==> config.mk <==
export PLATFORM = sky130hd
export DESIGN_NAME = pbx_channel
export DESIGN_NICKNAME = d
export VERILOG_FILES = /design/src/rtl/pbx_pkg.sv /design/src/rtl/pbx_dir_decode.sv /design/src/rtl/pbx_parity.sv /design/src/rtl/pbx_err_latch.sv /design/src/rtl/pbx_channel.sv
export SDC_FILE = /design/constraint.sdc
export NUM_CORES = 1
export LEC_CHECK = 0
export ABC_AREA = 1
export BUFFER_PORTS_ARGS = -buffer_cell sky130_fd_sc_hd__buf_2
export CORE_UTILIZATION = 30
export CTS_CLUSTER_SIZE = 16
export DETAILED_ROUTE_END_ITERATION = 10
export GPL_TIMING_DRIVEN = 0
export PLACE_DENSITY = 0.82
export SYNTH_ARGS = -nofsm -noshare
export SYNTH_HDL_FRONTEND = slang
export SYNTH_SLANG_ARGS = --single-unit
==> constraint.sdc <==
create_clock -name clk -period 0.8 [get_ports clk]
set_input_delay 0.04 -clock clk [delete_from_list [all_inputs] [get_ports clk]]
set_output_delay 0.04 -clock clk [all_outputs]
set_load 0.01 [all_outputs]
==> src/rtl/pbx_pkg.sv <==
package pbx_pkg;
    typedef enum logic [1:0] {
        MODE_ISOLATE    = 2'd0,
        MODE_A2B        = 2'd1,
        MODE_B2A        = 2'd2,
        MODE_A2B_FORCED = 2'd3
    } pbx_mode_e;

    typedef enum logic {
        FLAG_CLEAR = 1'b0,
        FLAG_ERR   = 1'b1
    } pbx_flag_e;
endpackage

==> src/rtl/pbx_dir_decode.sv <==
module pbx_dir_decode
    import pbx_pkg::*;
(
    input  logic      oea_n,
    input  logic      oeb_n,
    output pbx_mode_e mode,
    output logic      a_oe,
    output logic      b_oe,
    output logic      force_inv
);
    always_comb begin
        unique case ({oea_n, oeb_n})
            2'b11:   mode = MODE_ISOLATE;
            2'b10:   mode = MODE_A2B;
            2'b01:   mode = MODE_B2A;
            default: mode = MODE_A2B_FORCED;
        endcase
    end

    always_comb begin
        a_oe      = 1'b0;
        b_oe      = 1'b0;
        force_inv = 1'b0;
        unique case (mode)
            MODE_ISOLATE:    ;
            MODE_A2B:        b_oe = 1'b1;
            MODE_B2A:        a_oe = 1'b1;
            MODE_A2B_FORCED: begin
                b_oe      = 1'b1;
                force_inv = 1'b1;
            end
        endcase
    end
endmodule

==> src/rtl/pbx_parity.sv <==
module pbx_parity #(
    parameter int WIDTH = 8
) (
    input  logic [WIDTH-1:0] gen_data,
    input  logic             force_inv,
    input  logic [WIDTH-1:0] chk_data,
    input  logic             chk_par,
    input  logic             chk_en,
    output logic             par_gen,
    output logic             par_err
);
    localparam int CHK_BITS = WIDTH + 1;

    logic [WIDTH-1:0]    gen_chain;
    logic [CHK_BITS-1:0] chk_word;
    logic [CHK_BITS-1:0] chk_chain;

    assign chk_word = {chk_par, chk_data};

    generate
        for (genvar i = 0; i < WIDTH; i++) begin : g_gen
            if (i == 0) begin : g_first
                assign gen_chain[i] = gen_data[i];
            end else begin : g_next
                assign gen_chain[i] = gen_chain[i-1] ^ gen_data[i];
            end
        end
        for (genvar j = 0; j < CHK_BITS; j++) begin : g_chk
            if (j == 0) begin : g_first
                assign chk_chain[j] = chk_word[j];
            end else begin : g_next
                assign chk_chain[j] = chk_chain[j-1] ^ chk_word[j];
            end
        end
    endgenerate

    // odd total: parity bit is the complement of the data XOR
    assign par_gen = ~gen_chain[WIDTH-1] ^ force_inv;
    assign par_err = chk_en & ~chk_chain[CHK_BITS-1];
endmodule

==> src/rtl/pbx_err_latch.sv <==
module pbx_err_latch
    import pbx_pkg::*;
(
    input  logic clk,
    input  logic rst_n,
    input  logic le,
    input  logic clr_n,
    input  logic live_err,
    output logic flag_o
);
    pbx_flag_e state_q, state_d;

    always_comb begin
        state_d = state_q;
        unique case (state_q)
            FLAG_CLEAR: if (clr_n && !le && live_err)          state_d = FLAG_ERR;
            FLAG_ERR:   if (!clr_n || (!le && !live_err))      state_d = FLAG_CLEAR;
        endcase
    end

    always_ff @(posedge clk or negedge rst_n) begin
        if (!rst_n) state_q <= FLAG_CLEAR;
        else        state_q <= state_d;
    end

    always_comb begin
        if (!clr_n)  flag_o = 1'b0;
        else if (!le) flag_o = live_err;
        else          flag_o = (state_q == FLAG_ERR);
    end

    AST_HOLD_STABLE: assert property (@(posedge clk) disable iff (!rst_n)
        (le && $past(le) && clr_n && $past(clr_n) && $past(rst_n)) |-> $stable(flag_o))
        else $error("held flag changed");
endmodule

==> src/rtl/pbx_channel.sv <==
module pbx_channel
    import pbx_pkg::*;
#(
    parameter int WIDTH = 8
) (
    input  logic             clk,
    input  logic             rst_n,
    input  logic             oea_n,
    input  logic             oeb_n,
    input  logic             le,
    input  logic             clr_n,
    input  logic [WIDTH-1:0] a_in,
    output logic [WIDTH-1:0] a_out,
    output logic             a_oe,
    input  logic [WIDTH-1:0] b_in,
    input  logic             b_par_in,
    output logic [WIDTH-1:0] b_out,
    output logic             b_par_out,
    output logic             b_oe,
    output logic             err_n,
    output logic             err_oe
);
    pbx_mode_e mode;
    logic      force_inv;
    logic      live_err;
    logic      flag;

    pbx_dir_decode u_dir (
        .oea_n     (oea_n),
        .oeb_n     (oeb_n),
        .mode      (mode),
        .a_oe      (a_oe),
        .b_oe      (b_oe),
        .force_inv (force_inv)
    );

    pbx_parity #(.WIDTH(WIDTH)) u_par (
        .gen_data  (a_in),
        .force_inv (force_inv),
        .chk_data  (b_in),
        .chk_par   (b_par_in),
        .chk_en    (mode == MODE_B2A),
        .par_gen   (b_par_out),
        .par_err   (live_err)
    );

    pbx_err_latch u_flag (
        .clk      (clk),
        .rst_n    (rst_n),
        .le       (le),
        .clr_n    (clr_n),
        .live_err (live_err),
        .flag_o   (flag)
    );

    assign a_out  = b_in;
    assign b_out  = a_in;
    assign err_n  = ~flag;
    assign err_oe = flag;

    AST_ONE_SIDE: assert property (@(posedge clk) disable iff (!rst_n)
        !(a_oe && b_oe))
        else $error("both sides driven");
    AST_PAR_ODD: assert property (@(posedge clk) disable iff (!rst_n)
        (b_oe && oea_n) |-> (^{b_out, b_par_out}))
        else $error("generated parity not odd");
    AST_PAR_FORCED: assert property (@(posedge clk) disable iff (!rst_n)
        (b_oe && !oea_n) |-> !(^{b_out, b_par_out}))
        else $error("forced parity not inverted");
    AST_NO_CHECK_OFF: assert property (@(posedge clk) disable iff (!rst_n)
        (!(!oea_n && oeb_n) && !le) |-> err_n)
        else $error("error outside B to A");
    AST_TRANSPARENT: assert property (@(posedge clk) disable iff (!rst_n)
        (!oea_n && oeb_n && !le && clr_n) |-> (err_n == ^{b_in, b_par_in}))
        else $error("open latch not following checker");
    AST_CLR_WINS: assert property (@(posedge clk) disable iff (!rst_n)
        !clr_n |-> (err_n && !err_oe))
        else $error("clear did not win");
endmodule

==> impl_metrics.csv <==
group,metric,value,unit
finish,num_antenna_cells,0,
status,status,"finished, violations left",
placement,place_area,649.4,um2
power,switching_share,42.22,%
finish,regMostFlops,"u_flag.state_q",
power,leakagePower,0.4836,nW
synthesis,async_reset_ff_share,100.0,%
timing,setup_viol,4,
finish,fin_cells,131,
synthesis,synthesis.area,415.4,um2
floorplan,dieArea,0.001537,mm2
synthesis,ys_seq_elements,1,
timing,rsz0062_at_grt,"true",
timing,fin_worst_skew,0,ps
timing,finalCritPeriodShare,129.1,%
global_routing,overflow,0,
finish,area_growth,82.53,%
floorplan,die_y,39.21,um
power,powerDensity,696.3,mW/mm2
setup_path,critPathRequiredTime,760,ps
setup_path,critPathMaxFanout,3,
global_routing,grt_pass1_wl,1317,um
setup_path,worstSetupEndpointType,"output pin",
timing,fmax,0.9684,GHz
power,power,0.0005280,W
timing,relSlewSlack,75.34,%
power,vdd_drop_max,0.3703,mV
synthesis,ys_warn_count,0,
global_routing,grt_max_degree,5,
status,violations,"setup timing",
global_routing,grt.total_usage,12.11,%
setup_path,critPathKind,"primary input to output pin",
clocking,cts_setup_buffers,0,
floorplan,ios,44,
finish,largest_register_ffs,1,
synthesis,syn_area_per_cell,5.769,um2
synthesis,synth_top_area_cell,"buf_4",
global_routing,grt_pass1_vias,372,
placement,dp_hpwl,783.8,um
synthesis,synthMostInstantiatedCell,"nand2_1",
timing,worst_pin_slew,366.0,ps
synthesis,synth_common_cells,"nand2_1 (18), buf_4 (16), inv_1 (13), nor2_1 (6), xor2_1 (4)",
drt,drc,0,
drt,ant_nets,0,
power,power_frac_seq,10.4,%
timing,hold_viol,0,
synthesis,synth_edf_count,0,
finish,final_cell_area,758.2,um2
timing,setup_slack,-232.6,ps
global_routing,antenna_found_initial,0,
synthesis,yosysUniqueCellTypes,14,
drt,vias_per_cell,4.046,
drt,drtIter0Drc,7,
power,intPower,0.0003051,W
floorplan,core_area,0.001301,mm2
drt,wl_per_cell,7.412,um
synthesis,yosysTopAreaCellShare,28.92,%
run,max_cap_viol_count,0,
floorplan,rows,13,
placement,dp_cells,130,
setup_path,worstPathArrival,990,ps
timing,period_minus_slack,1033,ps
drt,vias,530,
finish,nets,141,
synthesis,ys_seq_area_share,6.024,%
synthesis,syn-num-nets,95,
power,share_comb_of_total_power,89.6,%
floorplan,start_util,31.92,%
synthesis,synthFlopType,"dfrtp_1",
synthesis,synth_cells,72,
power,p_switching,0.0002229,W
finish,nFillCells,130,
power,clkPwrFrac,0,%
worst_hold_path,hold_class,"primary input to output pin",
placement,place.gp.congestion,0.6472,
setup_path,start_kind,"primary input",
drt,drt-pass1-iter-count,4,
setup_path,rrSetupSlack,-70,ps
floorplan,die_x,39.21,um
finish,drive_above_1_share,62.93,%
placement,port_buffers,43,
finish,top_regs,"u_flag.state_q x1",
clocking,clk_latency,0,ps
drt,finalWirelength,971,um
timing,drv_slew,0,
synthesis,synth.top_cells.by_area,"buf_4 (29%), nand2_1 (16%), inv_1 (12%)",
timing repair:
action | CTS | global route
endpoints found under the hold margin | 1 | 0
pin swaps | 12 | 12
hold buffers | 1 | 0
endpoints found under the setup margin | 4 | 4
resized for setup | 10 | 11
routing by layer:
| metal | track usage [%] | up-vias | routed length [um] |
|---|---|---|---|
| met5 | 0 | - | 0 |
| met2 | 28.75 | 27 | 582 |
| li1 | - | 279 | - |
| met1 | 11.26 | 224 | 313 |
| met4 | 0 | 0 | 0 |
| met3 | 0 | 0 | 75 |
power groups by stage:
stage | clock network [W] | registers, W | logic [W]
2_1_floorplan | 0 | 0.0000550 | 0.000259
3_3_place_gp | 0 | 0.0000550 | 0.000398
3_5_place_dp | 0 | 0.0000551 | 0.000410
4_1_cts | 0 | 0.0000551 | 0.000446
5_1_grt | 0 | 0.0000558 | 0.000528
6_report | 0 | 0.0000551 | 0.000473
worst max-delay path, cell delays in order:
cell and delay [ps]:
buf_8 110, nand2_4 70, inv_2 30, nor2_2 90
nor2_1 50, nor2_2 140, inv_1 50, nand2_1 70
nand3_2 80, a21oi_2 120, buf_2 140
final cells by class:
class,count,area (um2),area share [%]
buffer,16,120.1,15.84
sequential,1,25.02,3.300
timing repair buffer,44,274.0,36.14
multi-input combinational,40,264.0,34.82
tap,15,18.77,2.475
inverter,15,56.30,7.426
placed cells by master, fill, tap and decap left out:
master	instances
a21oi_1	1
a21oi_2	1
buf_2	37
buf_4	16
buf_6	3
buf_8	3
dfrtp_1	1
dlygate4sd3_1	1
inv_1	12
inv_2	3
nand2_1	16
nand2_2	1
nand2_4	1
nand3_1	2
nand3_2	2
nor2_1	3
nor2_2	3
nor2_4	1
o21ai_0	1
xnor2_1	2
xnor2_4	1
xor2_1	4
xor2_2	1
worst paths after layout:
check / start / end / cells past startpoint
setup / recovery: b_in[4] / err_oe / 11
hold / removal: oeb_n / b_oe / 3
setup reg to reg: u_flag.state_q / u_flag.state_q / 2
hold reg to reg: u_flag.state_q / u_flag.state_q / 2
max in group asynchronous: rst_n / u_flag.state_q / 2
min in group asynchronous: rst_n / u_flag.state_q / 2
cells by family after synthesis:
group / synth area share [%]
AND/OR/NAND/NOR: 29.22
buffers and inverters: 42.47
flip-flops: 6.023
XOR/XNOR: 18.68
AO/OA/AOI/OAI: 3.613
through the flow:
stage	hold WS, ps	setup slack, ps	setup TNS (ps)	util [%]
5_1_grt	359.0	-355.0	-1246	58.27
3_3_place_gp	-184.4	-230.7	-726.4	49.90
2_1_floorplan	-255.6	-4.916	-4.916	-
6_report	334.3	-232.6	-809.4	58.27
4_1_cts	337.0	-224.1	-733.9	55.00
3_5_place_dp	-183.8	-259.4	-829.4	49.90
Note: power is estimated with default switching activity, not from simulation.
